===== config.mk =====
export PLATFORM = sky130hd
export DESIGN_NAME = dbgtrig_unit
export DESIGN_NICKNAME = d
export VERILOG_FILES = /design/src/rtl/dbgtrig_pkg.sv /design/src/rtl/dbgtrig_cmp.sv /design/src/rtl/dbgtrig_trace.sv /design/src/rtl/dbgtrig_seq.sv /design/src/rtl/dbgtrig_unit.sv
export SDC_FILE = /design/constraint.sdc
export NUM_CORES = 1
export LEC_CHECK = 0
export CAP_MARGIN = 5
export CORE_ASPECT_RATIO = 1.75
export CORE_UTILIZATION = 35
export CTS_BUF_LIST = sky130_fd_sc_hd__clkbuf_16
export CTS_CLUSTER_SIZE = 12
export DETAILED_ROUTE_END_ITERATION = 10
export GPL_ROUTABILITY_DRIVEN = 0
export SLEW_MARGIN = 10
export SYNTH_ARGS = -nofsm -noshare
export SYNTH_HDL_FRONTEND = slang
export SYNTH_HIERARCHICAL = 1
export SYNTH_SLANG_ARGS = --single-unit

===== constraint.sdc =====
create_clock -name clk -period 7.35 [get_ports clk]
set_input_delay 1.1025 -clock clk [delete_from_list [all_inputs] [get_ports clk]]
set_output_delay 1.1025 -clock clk [all_outputs]
set_load 0.01 [all_outputs]

===== src/rtl/dbgtrig_pkg.sv =====
// Shared types for the debug trigger unit.
// Assumes the control register is eight bits with enable in the top bit.
package dbgtrig_pkg;

    typedef struct packed {
        logic en;
        logic arm;
        logic tag;
        logic brk_en;
        logic rw_a;
        logic rw_a_en;
        logic rw_b;
        logic rw_b_en;
    } dbg_ctrl_t;

    localparam int NUM_CMP = 2;

endpackage


===== src/rtl/dbgtrig_cmp.sv =====
// Address comparator with optional read/write direction qualification.
// Assumes bus_rd is 1 for a read; purely combinational.
module dbgtrig_cmp #(
    parameter int ADDR_W = 16
) (
    input  logic [ADDR_W-1:0] cmp_addr,
    input  logic              rw_val,
    input  logic              rw_qual,
    input  logic              bus_valid,
    input  logic [ADDR_W-1:0] bus_addr,
    input  logic              bus_rd,
    output logic              hit
);

    // Hit when address matches and direction is acceptable.
    always_comb begin
        hit = bus_valid && (bus_addr == cmp_addr) && (!rw_qual || (bus_rd == rw_val));
    end

endmodule


===== src/rtl/dbgtrig_trace.sv =====
// Circular trace buffer; a push when full replaces the oldest entry.
// Assumes the caller never pops an empty buffer; clear has priority.
module dbgtrig_trace #(
    parameter int DEPTH  = 8,
    parameter int ADDR_W = 16,
    localparam int PTR_W = (DEPTH > 1) ? $clog2(DEPTH) : 1,
    localparam int CNT_W = $clog2(DEPTH + 1)
) (
    input  logic              clk,
    input  logic              rst_n,
    input  logic              clear,
    input  logic              push,
    input  logic [ADDR_W-1:0] push_data,
    input  logic              pop,
    output logic [ADDR_W-1:0] head,
    output logic [CNT_W-1:0]  count,
    output logic              full
);

    logic [ADDR_W-1:0] mem [DEPTH];
    logic [PTR_W-1:0]  wr_ptr, rd_ptr;

    function automatic logic [PTR_W-1:0] nxt(input logic [PTR_W-1:0] p);
        return (p == PTR_W'(DEPTH - 1)) ? '0 : p + 1'b1;
    endfunction

    assign full = (count == CNT_W'(DEPTH));
    assign head = mem[rd_ptr];

    // Store pushed address at the write pointer.
    always_ff @(posedge clk) begin
        if (push && !clear) mem[wr_ptr] <= push_data;
    end

    // Advance pointers and occupancy.
    always_ff @(posedge clk) begin
        if (!rst_n || clear) begin
            wr_ptr <= '0;
            rd_ptr <= '0;
            count  <= '0;
        end else begin
            if (push) wr_ptr <= nxt(wr_ptr);
            case ({push, pop})
                2'b10: begin
                    if (full) rd_ptr <= nxt(rd_ptr);
                    else      count  <= count + 1'b1;
                end
                2'b01: begin
                    rd_ptr <= nxt(rd_ptr);
                    count  <= count - 1'b1;
                end
                2'b11:   rd_ptr <= nxt(rd_ptr);
                default: ;
            endcase
        end
    end

endmodule


===== src/rtl/dbgtrig_seq.sv =====
// Control register, run sequencing and break generation.
// Assumes trace_begin is stable while armed; a register write masks the bus that cycle.
module dbgtrig_seq
    import dbgtrig_pkg::*;
#(
    parameter int DEPTH = 8,
    localparam int CNT_W = $clog2(DEPTH + 1)
) (
    input  logic             clk,
    input  logic             rst_n,
    input  logic             wr_en,
    input  logic [7:0]       wdata,
    input  logic             secure,
    input  logic             trace_begin,
    input  logic             bus_valid,
    input  logic             hit,
    input  logic             pop_req,
    input  logic [CNT_W-1:0] count,
    output dbg_ctrl_t        ctrl,
    output logic             armed_flag,
    output logic             push,
    output logic             clear,
    output logic             pop,
    output logic             brk_tag,
    output logic             brk_force
);

    logic      seen;
    logic      acc, take, done;
    dbg_ctrl_t wr_val;

    // Written value after secure and enable gating.
    always_comb begin
        wr_val     = dbg_ctrl_t'(wdata);
        wr_val.en  = wdata[7] && !secure;
        wr_val.arm = wdata[6] && wr_val.en;
    end

    // Per-cycle capture and completion decisions.
    always_comb begin
        acc   = ctrl.arm && bus_valid && !wr_en;
        take  = trace_begin ? (seen || hit) : 1'b1;
        push  = acc && take;
        done  = acc && (trace_begin ? (take && count == CNT_W'(DEPTH - 1)) : hit);
        clear = wr_en && wr_val.arm;
        pop   = pop_req && !wr_en && !ctrl.arm && (count != '0);
    end

    // Register, run state and break pulses.
    always_ff @(posedge clk) begin
        if (!rst_n) begin
            ctrl       <= '0;
            armed_flag <= 1'b0;
            seen       <= 1'b0;
            brk_tag    <= 1'b0;
            brk_force  <= 1'b0;
        end else begin
            brk_tag   <= done && ctrl.brk_en && ctrl.tag;
            brk_force <= done && ctrl.brk_en && !ctrl.tag;
            if (wr_en) begin
                ctrl       <= wr_val;
                armed_flag <= wr_val.arm;
                if (wr_val.arm) seen <= 1'b0;
            end else if (acc) begin
                if (hit) seen <= 1'b1;
                if (done) ctrl.arm <= 1'b0;
            end
        end
    end

endmodule


===== src/rtl/dbgtrig_unit.sv =====
// Top of the bus-match debug trigger unit: comparators, sequencer and trace buffer.
// Assumes comparator addresses are held stable by the host while armed.
module dbgtrig_unit
    import dbgtrig_pkg::*;
#(
    parameter int ADDR_W      = 16,
    parameter int TRACE_DEPTH = 8,
    localparam int CNT_W = $clog2(TRACE_DEPTH + 1)
) (
    input  logic              clk,
    input  logic              rst_n,
    input  logic              reg_wr_en,
    input  logic [7:0]        reg_wdata,
    output logic [7:0]        reg_rdata,
    input  logic              secure,
    input  logic              trace_begin,
    input  logic [ADDR_W-1:0] cmp_a_addr,
    input  logic [ADDR_W-1:0] cmp_b_addr,
    input  logic              bus_valid,
    input  logic [ADDR_W-1:0] bus_addr,
    input  logic              bus_rd,
    input  logic              trace_pop,
    output logic [ADDR_W-1:0] trace_data,
    output logic [CNT_W-1:0]  trace_count,
    output logic              trace_full,
    output logic              armed_flag,
    output logic              brk_tag,
    output logic              brk_force
);

    dbg_ctrl_t         ctrl;
    logic [ADDR_W-1:0] cmp_addr [NUM_CMP];
    logic              cmp_val  [NUM_CMP];
    logic              cmp_qual [NUM_CMP];
    logic [NUM_CMP-1:0] hits;
    logic              push, clear, pop;

    // Route per-comparator settings.
    always_comb begin
        cmp_addr[0] = cmp_a_addr;
        cmp_addr[1] = cmp_b_addr;
        cmp_val[0]  = ctrl.rw_a;
        cmp_qual[0] = ctrl.rw_a_en;
        cmp_val[1]  = ctrl.rw_b;
        cmp_qual[1] = ctrl.rw_b_en;
    end

    for (genvar i = 0; i < NUM_CMP; i++) begin : g_cmp
        dbgtrig_cmp #(.ADDR_W(ADDR_W)) cmp_i (
            .cmp_addr (cmp_addr[i]),
            .rw_val   (cmp_val[i]),
            .rw_qual  (cmp_qual[i]),
            .bus_valid(bus_valid),
            .bus_addr (bus_addr),
            .bus_rd   (bus_rd),
            .hit      (hits[i])
        );
    end

    dbgtrig_seq #(.DEPTH(TRACE_DEPTH)) seq_i (
        .clk        (clk),
        .rst_n      (rst_n),
        .wr_en      (reg_wr_en),
        .wdata      (reg_wdata),
        .secure     (secure),
        .trace_begin(trace_begin),
        .bus_valid  (bus_valid),
        .hit        (|hits),
        .pop_req    (trace_pop),
        .count      (trace_count),
        .ctrl       (ctrl),
        .armed_flag (armed_flag),
        .push       (push),
        .clear      (clear),
        .pop        (pop),
        .brk_tag    (brk_tag),
        .brk_force  (brk_force)
    );

    dbgtrig_trace #(.DEPTH(TRACE_DEPTH), .ADDR_W(ADDR_W)) trace_i (
        .clk      (clk),
        .rst_n    (rst_n),
        .clear    (clear),
        .push     (push),
        .push_data(bus_addr),
        .pop      (pop),
        .head     (trace_data),
        .count    (trace_count),
        .full     (trace_full)
    );

    assign reg_rdata = ctrl;

endmodule


## Yosys cells after proc, flatten, opt, wreduce, memory -nomap -nowiden

Memories as Yosys holds them, arrays and structs flattened. A register that Yosys moved wholly into a read port is not among the register bits.
Index checks and enable logic that the tools add are counted.

| storage, ports and cells | value |
|---|---|
| memories kept | 1 |
| input bits | 64 |
| output and inout port bits | 32 |
| register bits | 22 |
| bits in writable memories | 128 |

Memories:

| name | depth | width | rd ports | clocked after memory_dff | wr ports | line | source |
|---|---|---|---|---|---|---|---|
| trace_i.mem | 8 | 16 | 1 | 1 | 1 | dbgtrig_trace.sv:20 | `logic [ADDR_W-1:0] mem [DEPTH];` |

| operators by class | value |
|---|---|
| equality and inequality tests | 14 |
| $add $sub $neg | 4 |
| reduce and logical (&&, ||, !) cells | 43 |
| mux-type cells | 19 |

Operator list:

| cell | number |
|---|---|
| $eq A16 B16 Y1 | 2 |
| $logic_and A1 B1 Y1 | 19 |
| $mux W3 | 5 |
| $mux W1 | 11 |
| $reduce_bool A2 Y1 | 5 |
| $logic_not A1 Y1 | 8 |
| $pmux W4 S2 | 1 |
| $add A3 B1 Y3 const B | 2 |
| $eq A3 B3 Y1 const B | 2 |
| $pmux W3 S2 | 1 |
| $reduce_and A2 Y1 | 3 |
| $add A4 B1 Y4 const B | 1 |
| $eq A2 B2 Y1 const B | 2 |
| $eq A4 B3 Y1 const B | 1 |
| $eq A4 B4 Y1 const B | 1 |
| $logic_or A1 B1 Y1 | 4 |
| $mux W4 | 1 |
| $ne A2 B2 Y1 const B | 2 |
| $reduce_bool A4 Y1 | 1 |
| $reduce_or A2 Y1 | 2 |
| $sub A4 B1 Y4 const B | 1 |
| $reduce_and A3 Y1 | 1 |
| $eq A1 B1 Y1 | 2 |
| $eq A2 B1 Y1 const B | 1 |
| $ne A2 B1 Y1 const B | 1 |

## Longest topological paths before layout

| depth | value |
|---|---|
| depth in word-level cells | 13 |
| depth in mapped cells | 13 |

## By module

Netlist, hierarchy kept.

By module, submodules not included:

| module | instances | sequential area each (µm²) | cells each | area each (µm²) |
|---|---|---|---|---|
| dbgtrig_trace | 1 | 4103.9 | 264 | 5606.6 |
| dbgtrig_seq | 1 | 240.2 | 48 | 515.5 |
| dbgtrig_cmp | 2 | 0.0 | 25 | 196.4 |
| dbgtrig_unit | 1 | 0.0 | 1 | 6.3 |

## Worst setup path after synthesis

No wires, ideal clock.

| timing path | value |
|---|---|
| path type | input -> register |
| from | in cmp_b_addr[12] |
| to | mem trace_i.mem[1][0] (enable) |
| setup slack | 2.913 ns |
| stages | 10 |
| arrival time | 4.007 ns |
| cells stage by stage | xor2_1 > nor4_1 > nand4_1 > nor3_2 > or2_1 > o311ai_2 > inv_1 > buf_2 > nand2_1 > nor4_1 |

| between the ends | value |
|---|---|
| word-level cells in the longest chain between the ends | 10 |

Ends and longest elaborated chain:

| element | line | source |
|---|---|---|
| start: declaration | dbgtrig_unit.sv:18 | `input logic [ADDR_W-1:0] cmp_b_addr,` |
| $eq A16 B16 Y1 | dbgtrig_cmp.sv:17 | `hit = bus_valid && (bus_addr == cmp_addr) && (!rw_qual \|\| (bus_rd == rw_val));` |
| $logic_and A1 B1 Y1 (2 in a row) | dbgtrig_cmp.sv:17 |  |
| via hits[1] | dbgtrig_unit.sv:35 | `logic [NUM_CMP-1:0] hits;` |
| $reduce_or A2 Y1 | dbgtrig_unit.sv:68 | `.hit (\|hits),` |
| $logic_or A1 B1 Y1 | dbgtrig_seq.sv:42 | `take = trace_begin ? (seen \|\| hit) : 1'b1;` |
| $mux W1 | dbgtrig_seq.sv:42 |  |
| $logic_and A1 B1 Y1 | dbgtrig_seq.sv:43 | `push = acc && take;` |
| via push | dbgtrig_unit.sv:36 | `logic push, clear, pop;` |
| $logic_and A1 B1 Y1 | dbgtrig_trace.sv:32 | `if (push && !clear) mem[wr_ptr] <= push_data;` |
| $mux W1 | dbgtrig_trace.sv:32 |  |
| $mux W1 (not written as such) | dbgtrig_trace.sv:32 |  |
| end: declaration | dbgtrig_trace.sv:20 |  |

The timed path passes the listed nets, and every way through them passes these cells.

## Final worst setup path

| timing path | value |
|---|---|
| from | in bus_addr[7] |
| to | reg trace_i.count[1] |

| between the ends | value |
|---|---|
| word-level cells in the longest chain between the ends | 10 |
| elaborated cells between the ends (all ways) | 16 |
| classes of those cells | eq/ne (5); mux (2); reduce/logical (9) |

Ends and longest elaborated chain:

| element | line | source |
|---|---|---|
| start: declaration | dbgtrig_unit.sv:20 | `input logic [ADDR_W-1:0] bus_addr,` |
| $eq A16 B16 Y1 (*) | dbgtrig_cmp.sv:17 |  |
| $logic_and A1 B1 Y1 (*) (2 in a row) | dbgtrig_cmp.sv:17 |  |
| via hits[1] | dbgtrig_unit.sv:35 |  |
| $reduce_or A2 Y1 (*) | dbgtrig_unit.sv:68 |  |
| $logic_or A1 B1 Y1 (*) | dbgtrig_seq.sv:42 |  |
| $mux W1 (*) | dbgtrig_seq.sv:42 |  |
| $logic_and A1 B1 Y1 (*) | dbgtrig_seq.sv:43 |  |
| via push | dbgtrig_unit.sv:36 |  |
| $eq A2 B2 Y1 or $eq A2 B1 Y1 (tied branches) | dbgtrig_trace.sv:43 | `case ({push, pop})` |
| $ne A2 B2 Y1 (no source line) or $reduce_bool A2 Y1 (tied branches) | -- |  |
| $reduce_and A2 Y1 (no source line) | -- |  |
| end signal: assignment | dbgtrig_trace.sv:46 | `else count <= count + 1'b1;` |
| end signal: assignment | dbgtrig_trace.sv:50 | `count <= count - 1'b1;` |
| end: declaration | dbgtrig_trace.sv:16 | `output logic [CNT_W-1:0] count,` |

Mark *: on every way through the listed nets, which the timed path passes. The rest lies on a longest branch.
A chain may end at the register's enable or synchronous reset.

==> out/metrics.cfg <==
[timing]
setup_violations = 0
fmax_ghz = 0.228
period_share = 0.596
slew_headroom = 0.331
setup_tns_ns = 0
slew_viol_final = 0
clock-skew-final_ns = 0.00771
rsz0062_at_grt = no
hold_viol = 0
min_period_ns = 4.38
tightest_slew_ns = 0.989

[yosys]
ys_ff_latch = 153
yosysWarnings = 6
synth-edff-count = 128
async_flop_share = 0
ys.flop_type = edfxtp_1
yosys-top-cells-area = edfxtp_1, mux4_1, dfxtp_1
synth_cells = 363
synth_top_area_frac = 0.589
yosysTopAreaCell = edfxtp_1
ys_types = 45
seq_area_frac_synth = 0.666
syn_avg_cell_area_um2 = 18.0
syn_area_um2 = 6520
synth_nets = 432

[place]
post-dp-hpwl_um = 9370
dp_cells = 688
postPlaceCellArea_um2 = 7760
port_buffers = 95

[critical_path]
worstSetupEndpointType = flop
path_cells = clkdlybuf4s50_1 > xor2_1 > nor4_1 > nand4_1 > nor3_2 > or2_1 > o311ai_2 > inv_1 > nor2b_1 > xor2_1 > ha_1 > mux2_2 > o21ai_0 > a31oi_1
crit_arrival_ns = 4.65
worst-setup-path-type = input port to flop
worst-path-buf-inv = 2
path_max_fanout = 12
crit_required_ns = 7.62
crit_slowest_cell = clkdlybuf4s50_1
cpMostUsedCell = xor2_1
crit_family = simple AND/OR/NAND/NOR gates
worst_setup_path_start_kind = input port
critPathMaxStageDelay_ns = 0.61

[clock_tree]
cts_tree = done
h-tree-depth = 4
hold_buffers = 0
cts_resized = 0
cts.reportedPaths.clkPinSlew_ns = 0.06
clkLatencyLatePin_ns = 0.42
cts_setup_buffers = 0
cts_sinks = 153
clockBufferDepth = 2
cts_root_buf = clkbuf_16
numCtsBuffers = 17

[global_routing]
grt_pass1_vias = 3952
track_usage = 0.155
grt_max_degree = 33
antenna_found_initial = 0
grt_first_pass_wirelength_um = 21800
grt-ovfl-total = 0

[power]
peakVddDrop_mv = 0.136
power.total_mw = 1.90
powerDensity_nw_per_um2 = 227
p_leak_nw = 2.81

[detailed_routing]
viasPerCell = 5.09
drt_iter0_drc = 117
via_count = 3667
wl_um = 14100
drc = 0
drt_pass1_iterations = 5
wl_per_cell_um = 19.6
antenna_violating_nets_post_route = 0

[die]
die_w_um = 105
core.rowCount = 65
dieArea_um2 = 19200
ios = 96
die_y_um = 183
core_um2 = 18100
start_util = 0.360

[final_layout]
fin_area_um2 = 8350
diodes = 0
syn2layout_area_growth_pct = 28.0
stdcell_count = 720
final_net_count = 542
post-route-util = 0.460
drive_gt1_frac = 0.138

[flow_run]
max_cap_viol_count = 0

[hold_path]
hold_path.class = flop to flop

[status]
status = finished, final reports clean

==> layout by cell type, fill, tap and decap left out, types with 9 or more instances in the layout <==
master	Yosys	layout
edfxtp_1	128	128
clkdlybuf4s50_1	0	95
mux4_1	28	28
xor2_1	27	27
dfxtp_1	25	24
clkbuf_16	0	17
mux2_2	17	17
nand2_1	15	15
mux2i_1	13	13
nor2b_1	10	10
nor4_1	11	9
nor2_1	9	9
buf_4	1	9
==> layout make-up <==
class                           count  area, µm²
Sequential cell                   153       4350
Clock buffer                       17        425
Multi-Input combinational cell    192       2090
Clock inverter                     15        163
Tap cell                          234        293
Fill cell                        1576       9790
Timing Repair Buffer              104       1020
Inverter                            5       18.8
==> layer usage <==
| metal | track usage | vias to the layer above | share of wire |
|---|---|---|---|
| met5 | 0 | - | 0 |
| met4 | 0.0631 | 0 | 0.022 |
| met3 | 0.0361 | 23 | 0.035 |
| met2 | 0.288 | 103 | 0.55 |
| met1 | 0.168 | 1867 | 0.40 |
| li1 | - | 1674 | - |
==> cell families after synthesis <==
kind of cell             count (synthesis)  share of synthesized area
AND/OR/NAND/NOR                         76                     0.0691
adder cells (fa/ha/maj)                  5                    0.00959
XOR/XNOR                                35                     0.0470
AO/OA/AOI/OAI                           14                     0.0163
buffers and inverters                   18                     0.0159
flip-flops                             153                      0.666
multiplexers                            62                      0.176
==> Yosys cell counts, types with 2 or more instances <==
cell type,instances
buf_6,4
a21boi_0,2
nor4_1,11
nor2_1,9
ha_1,5
nor2b_1,10
nand2b_1,8
nand4_1,2
nor4b_1,2
mux2i_1,13
inv_1,5
dfxtp_1,25
buf_1,2
clkbuf_1,4
xnor2_1,8
mux4_1,28
a31oi_1,2
a21oi_1,2
mux2_2,17
nand2_1,15
nand3_1,2
nor3_1,2
mux4_2,4
o21ai_0,2
nand3b_1,5
edfxtp_1,128
nor3_2,2
xor2_1,27
==> worst register-to-register path: cells and delay by family, from the launching register on <==
| kind | cells | cell delay (ns) |
|---|---|---|
| and+or+nand+nor | 5 | 0.91 |
| AOI/OAI and AO/OA | 3 | 0.61 |
| DFF | 1 | 0.37 |
| xor gates and xnor gates | 2 | 0.36 |
| buffers and inverters | 1 | 0.27 |
| adders and majority gates | 1 | 0.27 |
| muxes | 1 | 0.27 |
==> flip-flops by register name, summed over array words and instances (netlist names), named ones only <==
register and count:
trace_i/mem 128, seq_i/ctrl 8, trace_i/count 4, trace_i/rd_ptr 3, trace_i/wr_ptr 3, seq_i/armed_flag 1, seq_i/brk_force 1, seq_i/brk_tag 1
seq_i/seen 1
==> power breakdown <==
part	internal (mW)	leakage [nW]	total (mW)	switching (mW)
clock network	0.528	0.286	0.856	0.329
registers	0.942	1.35	0.944	0.00274
logic	0.0531	1.17	0.0944	0.0413
==> worst paths after layout <==
check	start	end	slack [ns]	cells past startpoint
setup / recovery	bus_addr[7]	trace_i/count[1]$_SDFFE_PP0P_	2.97	14
hold / removal	seq_i/ctrl[5]$_SDFFE_PN0P_	seq_i/brk_tag$_SDFF_PN0_	0.48	2
setup reg to reg	seq_i/ctrl[1]$_SDFFE_PN0P_	trace_i/count[1]$_SDFFE_PP0P_	4.12	13
hold reg to reg	seq_i/ctrl[5]$_SDFFE_PN0P_	seq_i/brk_tag$_SDFF_PN0_	0.48	2
==> per-stage QoR <==
stage | hold WS (ns) | setup WS (ns)
floorplan | 0.458 | 2.91
global placement | 0.468 | 2.61
CTS | 0.478 | 2.87
detailed placement | 0.466 | 2.45
global route | 0.510 | 2.71
finish | 0.476 | 2.97
(Power assumes the default switching activity.)
